File: config.mk
export PLATFORM = sky130hd
export DESIGN_NAME = prot_ctl_unit
export DESIGN_NICKNAME = d
export VERILOG_FILES = /design/src/rtl/pu_ctl_pkg.sv /design/src/rtl/pu_mode_switch.sv /design/src/rtl/pu_flush_walk.sv /design/src/rtl/pu_status_irq.sv /design/src/rtl/prot_ctl_unit.sv
export SDC_FILE = /design/constraint.sdc
export NUM_CORES = 1
export LEC_CHECK = 0
export CAP_MARGIN = 40
export CORE_ASPECT_RATIO = 1.4
export CORE_MARGIN = 1.5
export CORE_UTILIZATION = 62
export CTS_BUF_LIST = sky130_fd_sc_hd__clkbuf_16
export CTS_CLUSTER_SIZE = 8
export DETAILED_ROUTE_END_ITERATION = 8
export DONT_BUFFER_PORTS = 1
export GPL_ROUTABILITY_DRIVEN = 0
export GPL_TIMING_DRIVEN = 1
export PLACE_DENSITY = 0.78
export SLEW_MARGIN = 20
export SYNTH_ARGS = -nofsm -noshare
export SYNTH_HDL_FRONTEND = slang
export SYNTH_SLANG_ARGS = --single-unit
File: constraint.sdc
create_clock -name clk -period 1.4 [get_ports clk]
set_input_delay 0.14 -clock clk [delete_from_list [all_inputs] [get_ports clk]]
set_output_delay 0.14 -clock clk [all_outputs]
set_load 0.01 [all_outputs]
File: src/rtl/pu_ctl_pkg.sv
package pu_ctl_pkg;

  // Status flag positions; software and the interrupt mask rely on them.
  localparam int STAT_W    = 6;
  localparam int ST_XLATE  = 0;
  localparam int ST_DENY   = 1;
  localparam int ST_FSTART = 2;
  localparam int ST_FDONE  = 3;
  localparam int ST_DECODE = 4;
  localparam int ST_PARITY = 5;

  // Mask bits that have storage behind them (no mask for decode error).
  localparam logic [STAT_W-1:0] MASK_IMPL = 6'b10_1111;

  // Flush command field positions.
  localparam int FL_GO    = 0;
  localparam int FL_GONLY = 1;
  localparam int FL_GRP   = 4;

  typedef enum logic [1:0] {
    RSEL_CTRL  = 2'd0,
    RSEL_FLUSH = 2'd1,
    RSEL_STAT  = 2'd2,
    RSEL_MASK  = 2'd3
  } reg_sel_e;

endpackage

File: src/rtl/pu_mode_switch.sv
module pu_mode_switch #(
  parameter int LAT = 3
) (
  input  logic clk,
  input  logic rst,
  input  logic wr_i,
  input  logic val_i,
  output logic req_o,
  output logic eff_o
);
  localparam int CNT_W = (LAT > 1) ? $clog2(LAT + 1) : 1;
  localparam logic [CNT_W-1:0] CNT_LAST = CNT_W'(LAT - 1);

  logic             req_q;
  logic             eff_q;
  logic [CNT_W-1:0] cnt_q;

  always_ff @(posedge clk) begin
    if (rst) begin
      req_q <= 1'b0;
      eff_q <= 1'b0;
      cnt_q <= '0;
    end else begin
      if (wr_i) req_q <= val_i;
      if (req_q != eff_q) begin
        if (cnt_q == CNT_LAST) begin
          eff_q <= req_q;
          cnt_q <= '0;
        end else begin
          cnt_q <= cnt_q + 1'b1;
        end
      end else begin
        cnt_q <= '0;
      end
    end
  end

  assign req_o = req_q;
  assign eff_o = eff_q;
endmodule

File: src/rtl/pu_flush_walk.sv
module pu_flush_walk #(
  parameter int LINES   = 16,
  parameter int GROUP_W = 4,
  localparam int LINE_W = (LINES > 1) ? $clog2(LINES) : 1
) (
  input  logic               clk,
  input  logic               rst,
  input  logic               go_i,
  input  logic               gonly_i,
  input  logic [GROUP_W-1:0] grp_i,
  output logic               start_o,
  output logic               done_o,
  output logic               busy_o,
  output logic [LINE_W-1:0]  line_o,
  output logic               gonly_o,
  output logic [GROUP_W-1:0] grp_o
);
  localparam logic [LINE_W-1:0] LAST = LINE_W'(LINES - 1);

  logic               busy_q;
  logic [LINE_W-1:0]  line_q;
  logic               gonly_q;
  logic [GROUP_W-1:0] grp_q;

  // A command is only taken when idle; one arriving mid-walk is dropped.
  assign start_o = go_i && !busy_q;
  assign done_o  = busy_q && (line_q == LAST);

  always_ff @(posedge clk) begin
    if (rst) begin
      busy_q  <= 1'b0;
      line_q  <= '0;
      gonly_q <= 1'b0;
      grp_q   <= '0;
    end else if (start_o) begin
      busy_q  <= 1'b1;
      line_q  <= '0;
      gonly_q <= gonly_i;
      grp_q   <= grp_i;
    end else if (busy_q) begin
      if (line_q == LAST) begin
        busy_q <= 1'b0;
        line_q <= '0;
      end else begin
        line_q <= line_q + 1'b1;
      end
    end
  end

  assign busy_o  = busy_q;
  assign line_o  = line_q;
  assign gonly_o = gonly_q;
  assign grp_o   = grp_q;
endmodule

File: src/rtl/pu_status_irq.sv
module pu_status_irq
  import pu_ctl_pkg::*;
(
  input  logic              clk,
  input  logic              rst,
  input  logic [STAT_W-1:0] set_i,
  input  logic [STAT_W-1:0] clr_i,
  input  logic              mask_we_i,
  input  logic [STAT_W-1:0] mask_wdata_i,
  output logic [STAT_W-1:0] stat_o,
  output logic [STAT_W-1:0] mask_o,
  output logic              irq_o
);
  logic [STAT_W-1:0] stat_q, stat_d;
  logic [STAT_W-1:0] mask_q, mask_d;
  logic              irq_q;

  // Set terms are applied after the clear so a coinciding event survives.
  always_comb begin
    stat_d = (stat_q & ~clr_i) | set_i;
    mask_d = mask_we_i ? (mask_wdata_i & MASK_IMPL) : mask_q;
  end

  always_ff @(posedge clk) begin
    if (rst) begin
      stat_q <= '0;
      mask_q <= '0;
      irq_q  <= 1'b0;
    end else begin
      stat_q <= stat_d;
      mask_q <= mask_d;
      irq_q  <= |(stat_d & mask_d);
    end
  end

  assign stat_o = stat_q;
  assign mask_o = mask_q;
  assign irq_o  = irq_q;
endmodule

File: src/rtl/prot_ctl_unit.sv
module prot_ctl_unit
  import pu_ctl_pkg::*;
#(
  parameter int LINES    = 16,
  parameter int GROUP_W  = 4,
  parameter int MODE_LAT = 3,
  parameter int ADDR_W   = 2,
  parameter int DATA_W   = 32,
  localparam int LINE_W  = (LINES > 1) ? $clog2(LINES) : 1
) (
  input  logic               clk,
  input  logic               rst,
  input  logic               wr_en,
  input  logic [ADDR_W-1:0]  addr,
  input  logic [DATA_W-1:0]  wdata,
  output logic [DATA_W-1:0]  rdata,
  input  logic               ev_xlate_err,
  input  logic               ev_access_deny,
  input  logic               ev_decode_err,
  input  logic               ev_parity_err,
  output logic               unit_enabled,
  output logic               irq,
  output logic               inv_valid,
  output logic [LINE_W-1:0]  inv_line,
  output logic               inv_group_only,
  output logic [GROUP_W-1:0] inv_group
);
  reg_sel_e sel;
  assign sel = reg_sel_e'(addr[1:0]);

  logic wr_ctrl, wr_flush, wr_stat, wr_mask;
  assign wr_ctrl  = wr_en && (sel == RSEL_CTRL);
  assign wr_flush = wr_en && (sel == RSEL_FLUSH);
  assign wr_stat  = wr_en && (sel == RSEL_STAT);
  assign wr_mask  = wr_en && (sel == RSEL_MASK);

  // Enable request and delayed effective mode
  logic mode_req, mode_eff;
  pu_mode_switch #(.LAT(MODE_LAT)) u_mode (
    .clk  (clk),
    .rst  (rst),
    .wr_i (wr_ctrl),
    .val_i(wdata[0]),
    .req_o(mode_req),
    .eff_o(mode_eff)
  );

  // Invalidation walk
  logic fl_start, fl_done, fl_busy, fl_gonly;
  logic [LINE_W-1:0]  fl_line;
  logic [GROUP_W-1:0] fl_grp;
  pu_flush_walk #(.LINES(LINES), .GROUP_W(GROUP_W)) u_walk (
    .clk    (clk),
    .rst    (rst),
    .go_i   (wr_flush && wdata[FL_GO]),
    .gonly_i(wdata[FL_GONLY]),
    .grp_i  (wdata[FL_GRP +: GROUP_W]),
    .start_o(fl_start),
    .done_o (fl_done),
    .busy_o (fl_busy),
    .line_o (fl_line),
    .gonly_o(fl_gonly),
    .grp_o  (fl_grp)
  );

  // Status, mask, interrupt
  logic [STAT_W-1:0] stat_set, stat_clr, stat_q, mask_q;
  always_comb begin
    stat_set            = '0;
    stat_set[ST_XLATE]  = ev_xlate_err;
    stat_set[ST_DENY]   = ev_access_deny;
    stat_set[ST_FSTART] = fl_start;
    stat_set[ST_FDONE]  = fl_done;
    stat_set[ST_DECODE] = ev_decode_err;
    stat_set[ST_PARITY] = ev_parity_err;
    stat_clr            = wr_stat ? wdata[STAT_W-1:0] : '0;
  end

  pu_status_irq u_stat (
    .clk         (clk),
    .rst         (rst),
    .set_i       (stat_set),
    .clr_i       (stat_clr),
    .mask_we_i   (wr_mask),
    .mask_wdata_i(wdata[STAT_W-1:0]),
    .stat_o      (stat_q),
    .mask_o      (mask_q),
    .irq_o       (irq)
  );

  // Registered read-back
  logic [DATA_W-1:0] rd_d, rd_q;
  always_comb begin
    rd_d = '0;
    unique case (sel)
      RSEL_CTRL:  rd_d[0] = mode_eff;
      RSEL_FLUSH: begin
        rd_d[0]                 = fl_busy;
        rd_d[FL_GONLY]          = fl_gonly;
        rd_d[FL_GRP +: GROUP_W] = fl_grp;
      end
      RSEL_STAT:  rd_d[STAT_W-1:0] = stat_q;
      RSEL_MASK:  rd_d[STAT_W-1:0] = mask_q;
      default:    rd_d = '0;
    endcase
  end

  always_ff @(posedge clk) begin
    if (rst) rd_q <= '0;
    else     rd_q <= rd_d;
  end

  assign rdata          = rd_q;
  assign unit_enabled   = mode_eff;
  assign inv_valid      = fl_busy;
  assign inv_line       = fl_line;
  assign inv_group_only = fl_gonly;
  assign inv_group      = fl_grp;
endmodule

==> metrics.txt, run 1 <==
Slew Limit Fails=0; Vias=1,149; complex-gate fraction of the synthesized area=0.0996; Antenna Cells=0; leak pwr=0.000758 uW; GRT overflow=0; asr flop ratio synth=0; total power=~2200 uW; die outline width=47.8 um; Final period util=0.918; main combinational cell family by area after synthesis=simple AND/OR/NAND/NOR gates; Total Routed Length=3210 um; Clock Latency Late Sink=0.27 ns; stages on the worst setup path=5; startpoint types=register; CP max stage cell=dlygate4sd3_1; Num CTS Buffers=5; critical-path cell list=nand2_1 -> o21ai_0 -> a22oi_1 -> nor2_1 -> dlygate4sd3_1; Yosys cell types=40; DRT iter0 DRCs=27; Worst Setup EP=rdata[5]; Yosys warning total=0; Synth Area in Simple Gates=0.196; number of synthesized register bits=35; final setup fails=0; P&R area growth vs syn=5.52%; Setup Fix Bufs, Post-CTS=0; Final nets=221; mux share of post-synthesis cell area=0.124; full die area=3150 um2; antenna violations before repair=0; first-pass detailed-route iteration total=4; Design Area, Final=1840 um2; Synth top area share=0.401; CTS Sinks=35; CTS tree=done; CP max stage delay=0.54 ns; Post-route DRC=0; top cells by area, synth=dfxtp_1 (40%), buf_4 (10%), mux2i_1 (7.5%); Initial Util=0.661; PortBufs=0; CP startpoint=u_stat.mask_o[5]; Main synth FF type=dfxtp_1; Via density=5.37; vias in the first global route=1,087; Final Instance Count excl. Fillers=roughly 210; Chip Height=65.8 um; fmax=0.778 GHz; Peak VDD IR=slightly above 1000 uV; Antenna Violating Nets Remaining=0; reg2reg setup slack=0.11 ns; Cells after Synth=between 150 and 200; I/O Pins=85; cell count of the worst reg-to-reg path=5; post-route setup slack=0.115 ns; dpl cell area=1650 um2; Root Buffer Master=clkbuf_16; post-DP HPWL=2170 um; number of flops mapped to enable cells by yosys=0; first-pass GRT wire length=roughly 4700 um; CP Data Arrival Time=1.45 ns; fin crit period=1.29 ns; total negative slack=0 ns; core area=2640 um2; max-cap viol count=0; Setup Slack @ Placement=0.159 ns; Total Routing Usage GR=0.214; Setup crit end kind=register; status=finished, final reports clean; worst path bufs/invs=1; Fin. Hold Viols=0; RSZ-0062 raised after global routing=no; Seq/Total Area, Yosys=0.401; worst reg2reg endpoint=rdata[5]; reg2reg start=u_stat.mask_o[5]; largest net degree at the start of global routing=29; row count=22; XOR/XNOR Fraction of Synth Area=0.0100; Mean Syn Cell Area=10.1 um2; worst endpoint required time=1.56 ns; pwr dens=1210 nW/um2; Clk pin slew, worst setup/hold paths=0.05 ns; CP max FO=2; share of cells above drive strength 1=0.135; CTS H-Tree Depth=2; WS Path Type=register to register; Post-Synth Adder-Cell Area=0.0143; # placed instances=202; Worst Hold Class=input pin to register; critical path's top delay family=buffers and inverters; WL/cell=about 15 um; cell taking the most area after synthesis=dfxtp_1; Setup Skew=approximately 0.0017 ns; Syn Std Cell Area=1750 um2; clock buffer depth=2
## metal layers
layer	GRT usage	wire length, um
met5	0	0
met2	0.332	1660
met3	0.0847	164
met4	0.108	71
met1	0.246	1310
## flip-flops by register name, summed over array words and instances (netlist names)
name            count
u_mode.eff_o        1
u_walk.busy_o       1
u_mode.cnt_q        2
u_walk.line_o       4
u_walk.grp_o        4
u_stat.stat_o       6
u_walk.gonly_o      1
u_stat.irq_o        1
u_mode.req_o        1
rdata               8
u_stat.mask_o       6
## worst min path at each step
stage / start / end / slack [ns] / cells past startpoint
4_1_cts: ev_decode_err / u_stat.stat_o[4] / 0.006 / 2
3_3_place_gp: rst / u_walk.gonly_o / 0.22 / 1
2_1_floorplan: ev_access_deny / u_stat.stat_o[1] / 0.26 / 2
3_5_place_dp: rst / rdata[4] / 0.22 / 1
6_report: ev_decode_err / u_stat.stat_o[4] / 0.01 / 2
5_1_grt: wdata[0] / u_mode.req_o / 0.02 / 2
## layout by cell type (no fill, tap or decap), drive strengths merged, types with 5 or more instances in the layout
| cell | count |
|---|---|
| dfxtp | 35 |
| nand2 | 5 |
| nor2 | 22 |
| clkbuf | 5 |
| conb | 24 |
| mux2 | 5 |
| buf | 5 |
| a21oi | 5 |
| mux2i | 13 |
| nor2b | 8 |
| nand4b | 5 |
## repair_timing
action / in CTS / in global routing
hold buffers: 4 / 1
hold endpoints to repair: 30 / 1
resized for setup: 0 / 2
setup endpoints to repair: 0 / 1
## stage by stage
stage	util	hold WS (ns)
floorplan	-	0.257
detailed placement	0.624	0.217
global route	0.697	0.0163
CTS	0.689	0.00594
finish	0.697	0.00988
global placement	0.624	0.216
## Yosys cell counts (3+ instances only)
master	instances
buf_4	24
clkbuf_1	3
nor2b_1	8
dfxtp_1	35
o21ai_0	3
a22oi_1	3
a21oi_1	5
buf_6	6
nor2_1	21
mux2_2	3
nand4b_1	5
nor3b_1	3
mux2i_1	13
nor3_1	4
nand2_1	5
a31oi_1	3
## area by class of cell
class	count	area, um2
tap	36	45.0
multi-input combinational	125	868
sequential	35	702
clock inverter	2	8.76
fill	232	801
inverter	2	7.51
clock buffer	5	125
timing repair buffer	9	85.1
## cell families after synthesis
logic type	count (synthesis)
AND/OR/NAND/NOR	55
flip-flops	35
buffers and inverters	35
AO/OA/AOI/OAI	23
multiplexers	19
adder cells (fa/ha/maj)	2
XOR/XNOR	2
other	1
## power by group
group	switching (uW)	internal (uW)	total [uW]
Sequential	21.8	1030	1050
Clock	370	638	1010
Combinational	94.7	77.3	172
Note: power is estimated with default switching activity, not from simulation.
==> run 2: changes to the inputs <==
Settings changed: CORE_MARGIN 1.5 to unset, MAX_ROUTING_LAYER set to met4.
==> run 2 against run 1 <==
Compared with the run above: maximum frequency shrank 6.6%; largest cell class unchanged; wire length is 6.1% higher; flip-flop and latch count did not move; global-route usage up 3.1 points; critical path type unchanged.
==> metrics.txt, run 2 (synthesized netlist as in run 1, its figures left out) <==
GRT overflow=0; share of cells above drive strength 1=0.128; RSZ-0062 raised after global routing=no; Clock Latency Late Sink=0.27 ns; Slew Limit Fails=0; row count=22; final hold slack=0.0181 ns; Largest register FFs=8; fmax=0.727 GHz; Hold Startpoint=ev_decode_err; status=finished, final reports clean; clock buffer depth=2; Initial Util=0.661; M2 GR Usage=0.387; worst path bufs/invs=1; Setup Skew=around 0.0025 ns; Via density=5.46; largest net degree at the start of global routing=28; core area=~2600 um2; Root Buffer Master=clkbuf_16; Num CTS Buffers=5; Total Routing Usage GR=0.246; leak pwr=0.000774 uW; Total Routed Length=3400 um; Final period util=0.983; first-pass GRT wire length=around 5100 um; CP max stage cell=dlygate4sd3_1; Fin. Hold Viols=0; Setup crit end kind=register; most frequent cells in the layout=dfxtp_1 (35), conb_1 (24), nor2_1 (21), mux2i_1 (13), nor2b_1 (8); post-DP HPWL=2190 um; full die area=3030 um2; met3 Track Usage GR=0.0696; Clk pin slew, worst setup/hold paths=0.05 ns; critical path's top delay family=buffers and inverters; pwr dens=1210 nW/um2; Antenna Cells=0; final setup fails=0; Worst Hold Class=input pin to register; CTS tree=done; CP max FO=2; Post-route DRC=0; met1 GRT Util=0.280; antenna violations before repair=0; CTS Sinks=35; worst endpoint required time=1.56 ns; WL/cell=between 15 and 20 um; reg2reg start=u_stat.mask_o[5]; startpoint types=register; Chip Height=64.8 um; Peak VDD IR=838 uV; CP startpoint=u_stat.mask_o[5]; vias in the first global route=1,123; DRT iter0 DRCs=29; post-route setup slack=0.0242 ns; I/O Pins=85; Hold Path Stages=2; commonest non-fill, non-tap cell in the layout=dfxtp_1; PortBufs=0; CTS H-Tree Depth=2; Final nets=222; stages on the worst setup path=3; WS Path Type=register to register; GRT busiest layer=met2; Antenna Violating Nets Remaining=0; total negative slack=0 ns; critical-path cell list=mux2_4 -> nor2b_1 -> dlygate4sd3_1; fin crit period=1.38 ns; CP max stage delay=0.56 ns; P&R area growth vs syn=6.24%; CP Data Arrival Time=1.53 ns; Vias=between 1,000 and 1,500; cell count of the worst reg-to-reg path=3; die outline width=46.8 um; max-cap viol count=0; Setup Slack @ Placement=0.160 ns; first-pass detailed-route iteration total=4
run 2: what timing repair did:
item	in CTS	in global routing
setup endpoints to repair	0	1
hold buffers	5	0
hold endpoints to repair	30	0
gates resized for setup	0	1
setup buffers	0	0
run 2: cell type report:
type	instances	area, um2
multi-input combinational	125	868
fill	219	788
sequential	35	701
clock buffer	5	125
timing repair buffer	10	95.1
tap	36	45.0
clock inverter	3	12.5
inverter	2	7.51
run 2: per-layer routing:
layer / part of all wire / routed length, um
met1: 0.40 / 1360
met2: 0.54 / 1820
met3: 0.049 / 168
met4: 0.015 / 50
met5: 0 / 0
run 2: final timing paths:
kind / endpoint / slack [ns]
worst max register to register: u_stat.mask_o[5] / 0.02
worst max-delay path: u_stat.mask_o[5] / 0.02
worst min register to register: u_mode.cnt_q[0] / 0.41
worst min-delay path: u_stat.stat_o[4] / 0.02
run 2: metrics by stage:
stage	instance area, um2	power [uW]	std cells	utilization
final	1850	2240	216	0.702
after global routing	1850	2320	216	0.702
after CTS	1840	2250	215	0.695
after detailed placement	1650	1210	202	0.624
after global placement	1650	1210	202	0.624
after floorplan	1830	1280	195	-
run 2: report_power, final:
group	total, uW	internal, uW	switching (uW)
Combinational	175	79.2	95.9
Clock	1020	641	376
Sequential	1050	1030	21.9
Total	2240	1750	494
==> run 3: changes to the inputs <==
Settings changed: BUFFER_PORTS_ARGS set to -buffer_cell sky130_fd_sc_hd__buf_2, CORE_UTILIZATION 62 to 46, DONT_BUFFER_PORTS 1 to unset, PLACE_DENSITY 0.78 to 0.8.
==> run 3 against run 2 <==
Compared with the run above: power up 2.3%; global-route usage down 7.0 points; first-iteration DRC count up 55%; sequential share of layout area down 2.9 points; combinational power up 35%; die area up 33%; flip-flop and latch count unchanged; maximum frequency up 7.1%; critical path type unchanged.
==> metrics.txt, run 3 (synthesized netlist as in run 1, its figures left out) <==
clock buffer depth=2; # placed instances=around 250; RSZ-0062 raised after global routing=no; CP max FO=5; Root Buffer Master=clkbuf_16; Post-route DRC=0; WS Path Type=register to register; max-cap viol count=0; CP Data Arrival Time=approximately 1.5 ns; hold_buf cts=0; CTS H-Tree Depth=2; largest net degree at the start of global routing=34; final setup fails=0; Final Instance Count excl. Fillers=about 260; Switching Share=0.229; Total Routed Length=between 3000 and 4000 um; Worst Hold Class=input pin to register; Setup crit end kind=register; Slew Limit Fails=0; CP startpoint=u_walk.busy_o; I/O Pins=85; worst reg2reg endpoint=u_stat.irq_o; Hold Startpoint=ev_decode_err; first-pass detailed-route iteration total=4; first-pass GRT wire length=5020 um; most frequent cells in the layout=buf_2 (36), dfxtp_1 (35), conb_1 (24), nor2_1 (21), mux2i_1 (13); Peak VDD IR=680 uV; worst endpoint required time=1.59 ns; Clock Latency Late Sink=0.27 ns; post-DP HPWL=2240 um; CTS tree=done; commonest non-fill, non-tap cell in the layout=buf_2; layout filler cell count=between 300 and 400; total negative slack=0 ns; sequential standard cell area=701 um2; cell count of the worst reg-to-reg path=4; post_cts resized=0; Via density=5.02; Setup Skew=0.00442 ns; Largest register FFs=8; antenna violations before repair=0; leak pwr=roughly 0.00093 uW; CTS Sinks=35; WL/cell=12.0 um; fin crit period=1.28 ns; reg2reg start=u_walk.busy_o; Gate power share=0.103; Final period util=0.918; full die area=4050 um2; Final nets=257; Antenna Violating Nets Remaining=0; status=finished, final reports clean; row count=26; Chip Height=74.9 um; vias in the first global route=about 1,100; clock power share=0.443; P&R area growth vs syn=15.2%; Slew @ Worst Pin=~0.57 ns; pwr dens=about 1100 nW/um2; reg2reg setup slack=0.12 ns; PortBufs=36; startpoint types=register; core area=around 3600 um2; Fin. Hold Viols=0; cell-internal power=1770 uW; share of total power in sequential cells=0.454; Num CTS Buffers=5; Multi-input gate area=865 um2; Clk pin slew, worst setup/hold paths=around 0.05 ns; Total Routing Usage GR=0.176; Vias=1,291; GRT overflow=0; Worst Setup EP=u_stat.irq_o; fmax=around 0.78 GHz; relative slew slack=0.620; share of cells above drive strength 1=0.293; die outline width=54.1 um; DRT iter0 DRCs=45; Initial Util=0.479; NetSw=526 uW; Antenna Cells=0; Setup Fix Bufs, Post-CTS=0
[run 3: worst min path at each step]
stage / endpoint / slack, ns / cells past startpoint
after floorplan: u_stat.stat_o[1] / 0.26 / 2
after global placement: u_stat.stat_o[4] / 0.37 / 3
after detailed placement: u_stat.stat_o[4] / 0.38 / 3
after CTS: u_stat.stat_o[4] / 0.1 / 3
after global routing: u_stat.stat_o[4] / 0.12 / 3
final: u_stat.stat_o[4] / 0.1 / 3
[run 3: through the flow]
| stage | area [um2] | hold slack, ns | power [uW] | utilization | setup slack, ns |
|---|---|---|---|---|---|
| detailed placement | 1870 | 0.381 | 1290 | 0.514 | 0.105 |
| global route | 2010 | 0.115 | 2380 | 0.552 | 0.0580 |
| global placement | 1870 | 0.372 | 1290 | 0.514 | 0.121 |
| floorplan | 1830 | 0.257 | 1280 | - | 0.195 |
| finish | 2010 | 0.0981 | 2290 | 0.552 | 0.115 |
| CTS | 2010 | 0.0969 | 2310 | 0.552 | 0.148 |
[run 3: per-layer routing]
metal | vias up | global-route usage | wire [um]
met5 | - | - | 0
met2 | 52 | 0.314 | 1640
met1 | 607 | 0.180 | 1230
met4 | 0 | 0.0570 | 30
met3 | 4 | 0.0485 | 173
li1 | 628 | - | -
[run 3: power groups by stage]
stage	Clock, uW	Combinational (uW)	Sequential, uW
3_3_place_gp	0	231	1060
6_report	1010	236	1040
5_1_grt	1080	260	1040
4_1_cts	1040	235	1040
2_1_floorplan	0	218	1060
3_5_place_dp	0	234	1060
[run 3: worst max-delay path: stages, from the launching register on]
cell	delay, ns
dfxtp_1	0.35
nand3b_4	0.21
o2bb2ai_1	0.28
o2bb2a_4	0.19
a31oi_1	0.17
[run 3: cell type report]
type | instances | area share
Clock buffer | 5 | 0.0622
Clock inverter | 3 | 0.00622
Inverter | 2 | 0.00373
Multi-Input combinational cell | 125 | 0.430
Sequential cell | 35 | 0.348
Tap cell | 42 | 0.0261
Timing Repair Buffer | 45 | 0.123
